## config.mk

```make
export PLATFORM = sky130hd
export DESIGN_NAME = burst_addr_gen
export DESIGN_NICKNAME = d
export VERILOG_FILES = /design/src/rtl/burst_addr_pkg.sv /design/src/rtl/burst_mode_latch.sv /design/src/rtl/burst_beat_ctr.sv /design/src/rtl/burst_low_seq.sv /design/src/rtl/burst_addr_gen.sv
export SDC_FILE = /design/constraint.sdc
export NUM_CORES = 1
export LEC_CHECK = 0
export BUFFER_PORTS_ARGS = -buffer_cell sky130_fd_sc_hd__clkbuf_2
export CELL_PAD_IN_SITES_DETAIL_PLACEMENT = 0
export CELL_PAD_IN_SITES_GLOBAL_PLACEMENT = 1
export CORE_MARGIN = 4
export CORE_UTILIZATION = 37
export DETAILED_ROUTE_END_ITERATION = 7
export PLACE_DENSITY = 0.83
export RECOVER_POWER = 25
export SLEW_MARGIN = 20
export SYNTH_ARGS = -nofsm -noshare
export SYNTH_HDL_FRONTEND = slang
export SYNTH_SLANG_ARGS = --single-unit
```

## constraint.sdc

```tcl
create_clock -name clk_i -period 2.86 [get_ports clk_i]
set_input_delay 0.143 -clock clk_i [delete_from_list [all_inputs] [get_ports clk_i]]
set_output_delay 0.143 -clock clk_i [all_outputs]
set_load 0.05 [all_outputs]
```

## src/rtl/burst_addr_pkg.sv

```systemverilog
package burst_addr_pkg;
  localparam int unsigned BEAT_W = 2;
  typedef enum logic {
    ORD_LINEAR     = 1'b0,
    ORD_INTERLEAVE = 1'b1
  } order_e;
endpackage

```

## src/rtl/burst_mode_latch.sv

```systemverilog
module burst_mode_latch
  import burst_addr_pkg::*;
(
  input  logic   clk_i,
  input  logic   rst_ni,
  input  logic   order_sel_i,
  output order_e order_o
);
  logic   armed_q;
  order_e mode_q;

  always_ff @(posedge clk_i or negedge rst_ni) begin
    if (!rst_ni) begin
      armed_q <= 1'b0;
      mode_q  <= ORD_INTERLEAVE;
    end else if (!armed_q) begin
      armed_q <= 1'b1;
      mode_q  <= order_e'(order_sel_i);
    end
  end

  // before arming the pin is used directly (first cycle only)
  assign order_o = armed_q ? mode_q : order_e'(order_sel_i);

  assert_mode_frozen_R10: assert property (@(posedge clk_i) disable iff (!rst_ni)
    armed_q |=> order_o == $past(order_o));
endmodule

```

## src/rtl/burst_beat_ctr.sv

```systemverilog
module burst_beat_ctr #(
  parameter int unsigned BEAT_W = 2
) (
  input  logic              clk_i,
  input  logic              rst_ni,
  input  logic              load_i,
  input  logic              adv_i,
  output logic [BEAT_W-1:0] beat_o,
  output logic [BEAT_W-1:0] beat_nxt_o
);
  logic [BEAT_W-1:0] beat_q;

  assign beat_nxt_o = beat_q + BEAT_W'(1);

  always_ff @(posedge clk_i or negedge rst_ni) begin
    if (!rst_ni)     beat_q <= '0;
    else if (load_i) beat_q <= '0;
    else if (adv_i)  beat_q <= beat_nxt_o;
  end

  assign beat_o = beat_q;

  assert_beat_step_R4: assert property (@(posedge clk_i) disable iff (!rst_ni)
    (adv_i && !load_i) |=> beat_o == BEAT_W'($past(beat_o) + BEAT_W'(1)));
  assert_beat_clear_R2: assert property (@(posedge clk_i) disable iff (!rst_ni)
    load_i |=> beat_o == '0);
endmodule

```

## src/rtl/burst_low_seq.sv

```systemverilog
module burst_low_seq
  import burst_addr_pkg::*;
#(
  parameter int unsigned BEAT_W = 2
) (
  input  order_e            order_i,
  input  logic [BEAT_W-1:0] start_i,
  input  logic [BEAT_W-1:0] cur_i,
  input  logic [BEAT_W-1:0] beat_nxt_i,
  output logic [BEAT_W-1:0] low_nxt_o
);
  always_comb begin
    unique case (order_i)
      ORD_INTERLEAVE: low_nxt_o = start_i ^ beat_nxt_i;
      default:        low_nxt_o = cur_i + BEAT_W'(1);
    endcase
  end
endmodule

```

## src/rtl/burst_addr_gen.sv

```systemverilog
module burst_addr_gen
  import burst_addr_pkg::*;
#(
  parameter int unsigned ADDR_W = 16
) (
  input  logic              clk_i,
  input  logic              rst_ni,
  input  logic              load_en_i,
  input  logic              strobe_a_ni,
  input  logic              strobe_b_ni,
  input  logic              adv_ni,
  input  logic              order_sel_i,
  input  logic [ADDR_W-1:0] addr_i,
  output logic [ADDR_W-1:0] addr_o,
  output logic [BEAT_W-1:0] beat_o
);
  localparam int unsigned UP_W = ADDR_W - BEAT_W;

  logic              load, adv;
  order_e            order;
  logic [BEAT_W-1:0] start_q, beat_nxt, low_nxt;
  logic [ADDR_W-1:0] addr_q;

  assign load = load_en_i && (!strobe_a_ni || !strobe_b_ni);
  assign adv  = !adv_ni && !load;

  burst_mode_latch u_mode (
    .clk_i       (clk_i),
    .rst_ni      (rst_ni),
    .order_sel_i (order_sel_i),
    .order_o     (order)
  );

  burst_beat_ctr #(.BEAT_W(BEAT_W)) u_beat (
    .clk_i      (clk_i),
    .rst_ni     (rst_ni),
    .load_i     (load),
    .adv_i      (adv),
    .beat_o     (beat_o),
    .beat_nxt_o (beat_nxt)
  );

  burst_low_seq #(.BEAT_W(BEAT_W)) u_seq (
    .order_i    (order),
    .start_i    (start_q),
    .cur_i      (addr_q[BEAT_W-1:0]),
    .beat_nxt_i (beat_nxt),
    .low_nxt_o  (low_nxt)
  );

  always_ff @(posedge clk_i or negedge rst_ni) begin
    if (!rst_ni) begin
      addr_q  <= '0;
      start_q <= '0;
    end else if (load) begin
      addr_q  <= addr_i;
      start_q <= addr_i[BEAT_W-1:0];
    end else if (adv) begin
      addr_q  <= {addr_q[ADDR_W-1:BEAT_W], low_nxt};
    end
  end

  assign addr_o = addr_q;

  assert_load_addr_R2: assert property (@(posedge clk_i) disable iff (!rst_ni)
    load |=> addr_o == $past(addr_i));
  assert_hold_R5: assert property (@(posedge clk_i) disable iff (!rst_ni)
    (!load && adv_ni) |=> $stable(addr_o) && $stable(beat_o));
  assert_upper_kept_R6: assert property (@(posedge clk_i) disable iff (!rst_ni)
    !load |=> addr_o[ADDR_W-1:BEAT_W] == $past(addr_o[ADDR_W-1:BEAT_W]));
  assert_interleave_R7: assert property (@(posedge clk_i) disable iff (!rst_ni)
    (adv && order == ORD_INTERLEAVE)
      |=> (addr_o[BEAT_W-1:0] ^ beat_o) == $past(addr_o[BEAT_W-1:0] ^ beat_o));
  assert_linear_R8: assert property (@(posedge clk_i) disable iff (!rst_ni)
    (adv && order == ORD_LINEAR)
      |=> addr_o[BEAT_W-1:0] == BEAT_W'($past(addr_o[BEAT_W-1:0]) + BEAT_W'(1)));
  assert_wrap_R9: assert property (@(posedge clk_i) disable iff (!rst_ni)
    (adv && beat_o == '1) |=> addr_o[BEAT_W-1:0] == start_q && beat_o == '0);

  initial assert (UP_W >= 1) else $error("ADDR_W too small");
endmodule

```

==> results of run 1 <==
-- layout make-up --
| class | count | area [um^2] |
|---|---|---|
| Clock buffer | 4 | 26.3 |
| Fill cell | 217 | 1120 |
| Inverter | 2 | 7.51 |
| Multi-Input combinational cell | 37 | 344 |
| Sequential cell | 22 | 552 |
| Tap cell | 28 | 35.0 |
| Timing Repair Buffer | 42 | 216 |
-- worst min path at each step --
stage               startpoint                      endpoint  slack (ps)  cells after the start
finish              addr_i[11]        addr_o[11]$_DFFE_PN0N_          70                      2
CTS                 addr_i[11]        addr_o[11]$_DFFE_PN0N_          60                      2
detailed placement      rst_ni  u_beat.beat_o[1]$_DFFE_PN0P_         150                      1
global route         addr_i[9]         addr_o[9]$_DFFE_PN0N_          50                      2
global placement        rst_ni  u_beat.beat_o[1]$_DFFE_PN0P_         150                      1
floorplan               rst_ni         addr_o[0]$_DFFE_PN0P_        -150                      0
-- per-stage QoR --
step / area, um^2 / setup WS, ps / std cells / total power [mW]
after floorplan: 922 / 1420 / 63 / 0.596
after global placement: 1150 / 1660 / 130 / 0.665
after detailed placement: 1150 / 1630 / 130 / 0.671
after CTS: 1190 / 1590 / 135 / 0.814
after global routing: 1180 / 1330 / 135 / 0.843
final: 1180 / 1540 / 135 / 0.799
-- sequential cells by signal, summed over array words and instances, names as in the netlist --
signal and flops:
addr_o 16, start_q 2, u_beat.beat_o 2, u_mode.armed_q 1
u_mode.mode_q 1
-- power breakdown --
group | internal [mW] | total [mW] | switching [mW]
clock | 0.0542 | 0.139 | 0.0849
sequential | 0.354 | 0.382 | 0.0286
combinational | 0.0910 | 0.278 | 0.187
total | 0.499 | 0.799 | 0.300
-- routing by layer --
layer  track usage  wire [um]
met1         0.122        678
met2         0.213        963
met3        0.0290        142
met4        0.0530         25
met5             0          0
-- cells in the final DEF, fill, tap and decap left out --
| cell type | instances |
|---|---|
| clkbuf_2 | 39 |
| xor2_1 | 2 |
| nand2b_1 | 1 |
| clkbuf_4 | 3 |
| nand2_1 | 1 |
| dlygate4sd3_1 | 1 |
| a21oi_1 | 2 |
| dfstp_2 | 1 |
| nor3_1 | 1 |
| mux2_2 | 15 |
| xnor2_1 | 2 |
| dfrtp_1 | 21 |
| buf_4 | 1 |
| xor3_1 | 1 |
| a21boi_2 | 1 |
| o21ai_0 | 1 |
| inv_1 | 2 |
| conb_1 | 1 |
| mux2_1 | 1 |
| nor2_1 | 2 |
| clkbuf_1 | 2 |
| nor2b_1 | 2 |
| a2111o_1 | 1 |
| o311ai_1 | 1 |
| mux2i_1 | 2 |
-- kinds of logic (layout without fill, tap and decap cells) --
kind of cell	count (synthesis)	count (layout)	synth area share
xor+xnor	5	5	0.0638
other cells	1	1	0.00407
buf+inv	4	48	0.0244
mux	18	18	0.221
simple gates	7	7	0.0380
flops	22	22	0.598
compound gates	6	6	0.0502
-- repair_timing --
action                                 in CTS  in global routing
endpoints found under the hold margin      21                  0
hold buffers                                1                  0
gates resized for setup                     0                  0
==> run summary, run 1 <==
Number of enable flip-flop cells after synthesis: 0
CP endpoint: addr_o[0]$_DFFE_PN0P_
First-pass GRT wire length: 3020 um
Critical Path AT: 1520 ps
Levels on crit path: 3
P per Cell Area: 676 nW/um^2
Maximum vdd drop: 0.369 mV
HPWL Detailed: 1400 um
Layout net count: 131
Starting density of the core: 0.401
ANT cells: 0
Fin Clk Skew: 4.42 ps
Synth area leaders: dfrtp_1, mux2_2, dfstp_2
Area leader, netlist: dfrtp_1
Clock root buffer: clkbuf_4
TritonCTS Buffers: 3
Antenna-violating nets left: 0
Initial antenna violation count: 0
R2R Path End: addr_o[0]$_DFFE_PN0P_
Area grow syn2layout: 28.1%
RR Startpoint: u_mode.armed_q$_DFF_PN0_
Die Ht: 57.9 um
Required time worst endpoint: 3060 ps
Worst slew margin: 0.225
Synth async-reset ratio: 1.00
Min Tclk post-route: 1320 ps
Drt first pass iters: 4
Fmax: 0.760 GHz
Gr usage total: 0.116
Die width: 57.9 um
Hold Worst Slack: 69.5 ps
Setup violators final: 0
Synth warnings: 0
WL/cell: 13.4 um
Residual DRC: 0
CP peak stage delay: 390 ps
Synth Area per Inst: 14.6 um^2
Max FO, Critical Path: 4
Hold Path Class: input pin to flip-flop
CP Capture Type: flip-flop
Mapped Cells: 63
Clock-pin slew on the worst setup and hold paths: 110 ps
Max-cap violations: 0
Most frequent cells after synthesis: dfrtp_1, mux2_2
Setup TNS: 0 ps
Setup crit start kind: flip-flop
Top cell type's share of synthesized area: 0.570
IO Pins: 41
RSZ-0062 raised after global routing: false
Share of cells above drive strength 1: 0.561
Final core occ: 0.514
FF-to-FF setup slack: 1540 ps
Critical path type: flip-flop to flip-flop
H-tree levels: 1
Top delay family on crit path: compound AO/OA/AOI/OAI gates
Port buffer count: 40
Final Hold Viols: 0
1st-iter DRT viols: 7
Crit-path cells: mux2_1 -> a2111o_1 -> o311ai_1
Clk sinks: 22
Main synth FF type: dfrtp_1
Postcts setup bufs: 0
Routability Congestion: 0.628
Status: completed
R2R depth: 3
Max Slew Vio Count: 0
Die area: 3350 um^2
Final Cycle Share: 0.460
Syn Std Cell Area: 922 um^2
TritonCTS clock tree: yes
Worst-Margin Slew: 1160 ps
Most frequent cell after synthesis: dfrtp_1
Worst-case clock buffer depth: 2
CP Buf/Inv Count: 0
FF+latch count, synth: 22
Vias in the first global route: 728
Grt ovf: 0
Worst path slowest cell: dfrtp_1
CORE AREA: 2300 um^2
CP startpoint: u_mode.armed_q$_DFF_PN0_
Seq/Total Area, Yosys: 0.598
DR vias/cell: 4.77
Cell variety after synth: 21
Largest net degree at the start of global routing: 24
Syn nets: 86
LEAKAGE: 0.584 nW
Clk Latency, worst-skew pair: 290 ps
Row Count: 17
WL final: 1810 um
DR vias: 644
No activity file was read; power rests on OpenSTA's default activity.
==> inputs of run 2 (changes only) <==
--- a/config.mk
+++ b/config.mk
@@ -9,9 +9,9 @@
 export CELL_PAD_IN_SITES_DETAIL_PLACEMENT = 0
 export CELL_PAD_IN_SITES_GLOBAL_PLACEMENT = 1
 export CORE_MARGIN = 4
-export CORE_UTILIZATION = 37
+export CORE_UTILIZATION = 32
 export DETAILED_ROUTE_END_ITERATION = 7
-export PLACE_DENSITY = 0.83
+export PLACE_DENSITY = 0.77
 export RECOVER_POWER = 25
 export SLEW_MARGIN = 20
 export SYNTH_ARGS = -nofsm -noshare
==> constraint.sdc (replaced) <==
create_clock -name clk_i -period 1.2 [get_ports clk_i]
set_input_delay 0.06 -clock clk_i [delete_from_list [all_inputs] [get_ports clk_i]]
set_output_delay 0.06 -clock clk_i [all_outputs]
set_load 0.05 [all_outputs]
==> run summary, run 2 (synthesis results as in run 1) <==
Status: finished with violations
Violated checks: setup timing
Layout net count: 147 (+12%)
HPWL Detailed: 1360 um (-2.9%)
Min Tclk post-route: 1260 ps (-58.9 ps)
Initial antenna violation count: 0 (unchanged)
Clk sinks: 22 (unchanged)
Critical Path AT: 1480 ps (-40 ps)
RSZ-0062 raised after global routing: true
R2R Path End: addr_o[0]$_DFFE_PN0P_
CORE AREA: 2760 um^2 (+20%)
First-pass GRT wire length: 3330 um (+10%)
WL final: 2110 um (+16%)
Vias in the first global route: 712 (-2.2%)
Worst-Margin Slew: 548 ps (-614 ps)
WL/cell: 13.7 um (+2.1%)
Worst slew margin: 0.635 (+0.409)
H-tree levels: 1 (unchanged)
Drt first pass iters: 2 (-2)
Die area: 3800 um^2 (+13%)
Die width: 61.7 um (+6.5%)
Cell total after placement: 134 (+3.1%)
Max FO, Critical Path: 2 (-2)
IO Pins: 41 (unchanged)
Port buffer count: 40 (unchanged)
Max-cap violations: 0 (unchanged)
Largest net degree at the start of global routing: 24 (unchanged)
Final Cycle Share: 1.05 (+0.587)
Starting density of the core: 0.334 (-0.0670)
Row Count: 19 (+2)
Layout Cells excl Fill: 154 (+14%)
CP Capture Type: flip-flop
Hold Path Class: input pin to flip-flop
Postcts setup bufs: 0 (unchanged)
Setup violators final: 1 (+1)
CP endpoint: addr_o[0]$_DFFE_PN0P_
Most frequent cells in the layout: clkbuf_2, dfrtp_1, dlygate4sd3_1, mux2_2, clkbuf_4
CP startpoint: u_mode.armed_q$_DFF_PN0_
Setup TNS: -56.8 ps (-56.8 ps)
Share of cells above drive strength 1: 0.545 (-0.0160)
LEAKAGE: 0.667 nW (+14%)
1st-iter DRT viols: 13 (+6)
DR vias: 698 (+8.4%)
Most common cell after layout, fill and taps aside: clkbuf_2
Residual DRC: 0 (unchanged)
Critical path type: flip-flop to flip-flop
Fin Clk Skew: 0.639 ps (-3.78 ps)
Max reg flops: 16 (unchanged)
P per Cell Area: 1490 nW/um^2 (+120%)
FF-to-FF setup slack: -60 ps (-1600 ps)
Antenna-violating nets left: 0 (unchanged)
Clock root buffer: clkbuf_4
Routability Congestion: 0.653 (+4.0%)
Final Hold Viols: 0 (unchanged)
Max Slew Vio Count: 0 (unchanged)
DP Worst Slack: -59.7 ps (-1690 ps)
ANT cells: 0 (unchanged)
RR Startpoint: u_mode.armed_q$_DFF_PN0_
R2R depth: 3 (unchanged)
TritonCTS Buffers: 3 (unchanged)
Clock-pin slew on the worst setup and hold paths: 120 ps (about the same)
Die Ht: 61.7 um (+6.5%)
Maximum vdd drop: 0.932 mV (+150%)
TritonCTS clock tree: yes
Gr usage total: 0.122 (+0.00635)
Area grow syn2layout: 49.7%
Fmax: 0.796 GHz (+4.7%)
Final Worst Setup Slack: -56.8 ps (-1600 ps)
Required time worst endpoint: 1420 ps (-1640 ps)
Grt ovf: 0 (unchanged)
DR vias/cell: 4.53 (-5.0%)
Clk Latency, worst-skew pair: 310 ps (+20 ps)
Setup crit start kind: flip-flop
Worst-case clock buffer depth: 2 (unchanged)
## run 2: cell count changes in the layout (fill, tap and decap cells not counted), moves of 2 or more
cell           delta
dlygate4sd3_1    +15
dfrtp_1           -2
dfrtp_2           +2
clkbuf_1          -2
## run 2: how the worst min path moves through the flow
stage	from	end	slack (ps)	cells after the start
after floorplan	rst_ni	addr_o[0]$_DFFE_PN0P_	-240	0
after global placement	rst_ni	addr_o[2]$_DFFE_PN0N_	60	1
after detailed placement	rst_ni	addr_o[2]$_DFFE_PN0N_	70	1
after CTS	addr_i[0]	start_q[0]$_DFFE_PN0N_	4	3
after global routing	addr_i[0]	addr_o[0]$_DFFE_PN0P_	40	3
final	addr_i[0]	addr_o[0]$_DFFE_PN0P_	30	3
## run 2: area by class of cell
cell class	instances	area (um^2)
clock buffer	4	36.3
fill	255	1380
inverter	2	7.51
multi-input combinational	37	355
sequential	22	554
tap	31	38.8
timing repair buffer	58	388
## run 2: per-stage QoR
stage / util / power, mW / cell area, um^2 / hold slack (ps)
floorplan: - / 1.42 / 925 / -236
global placement: 0.426 / 1.60 / 1180 / 64.0
detailed placement: 0.426 / 1.61 / 1180 / 69.7
CTS: 0.498 / 2.07 / 1370 / 4.35
global route: 0.500 / 2.16 / 1380 / 36.4
finish: 0.500 / 2.06 / 1380 / 30.6
## run 2: routing by layer
layer	part of all wire	track usage	vias up
met5	0	0	-
met4	0.010	0.0455	0
met3	0.051	0.0210	2
met2	0.51	0.211	25
met1	0.42	0.151	333
li1	-	-	338
## run 2: worst max-delay path, cell delays in order (launching register included)
cell	delay, ps
dfrtp_1	400
mux2_4	310
a2111o_1	380
o311ai_2	80
## run 2: power breakdown
part	leakage (nW)	internal, mW	switching (mW)
clock	0.0210	0.185	0.235
combinational	0.390	0.264	0.466
sequential	0.256	0.845	0.0685
total	0.667	1.29	0.769
## run 2: what timing repair did
item,4_1_cts,5_1_grt
endpoints found under the hold margin,36,0
hold buffers,16,0
pin swaps,1,1
resized for setup,0,1
cloned,0,0
endpoints found under the setup margin,1,2
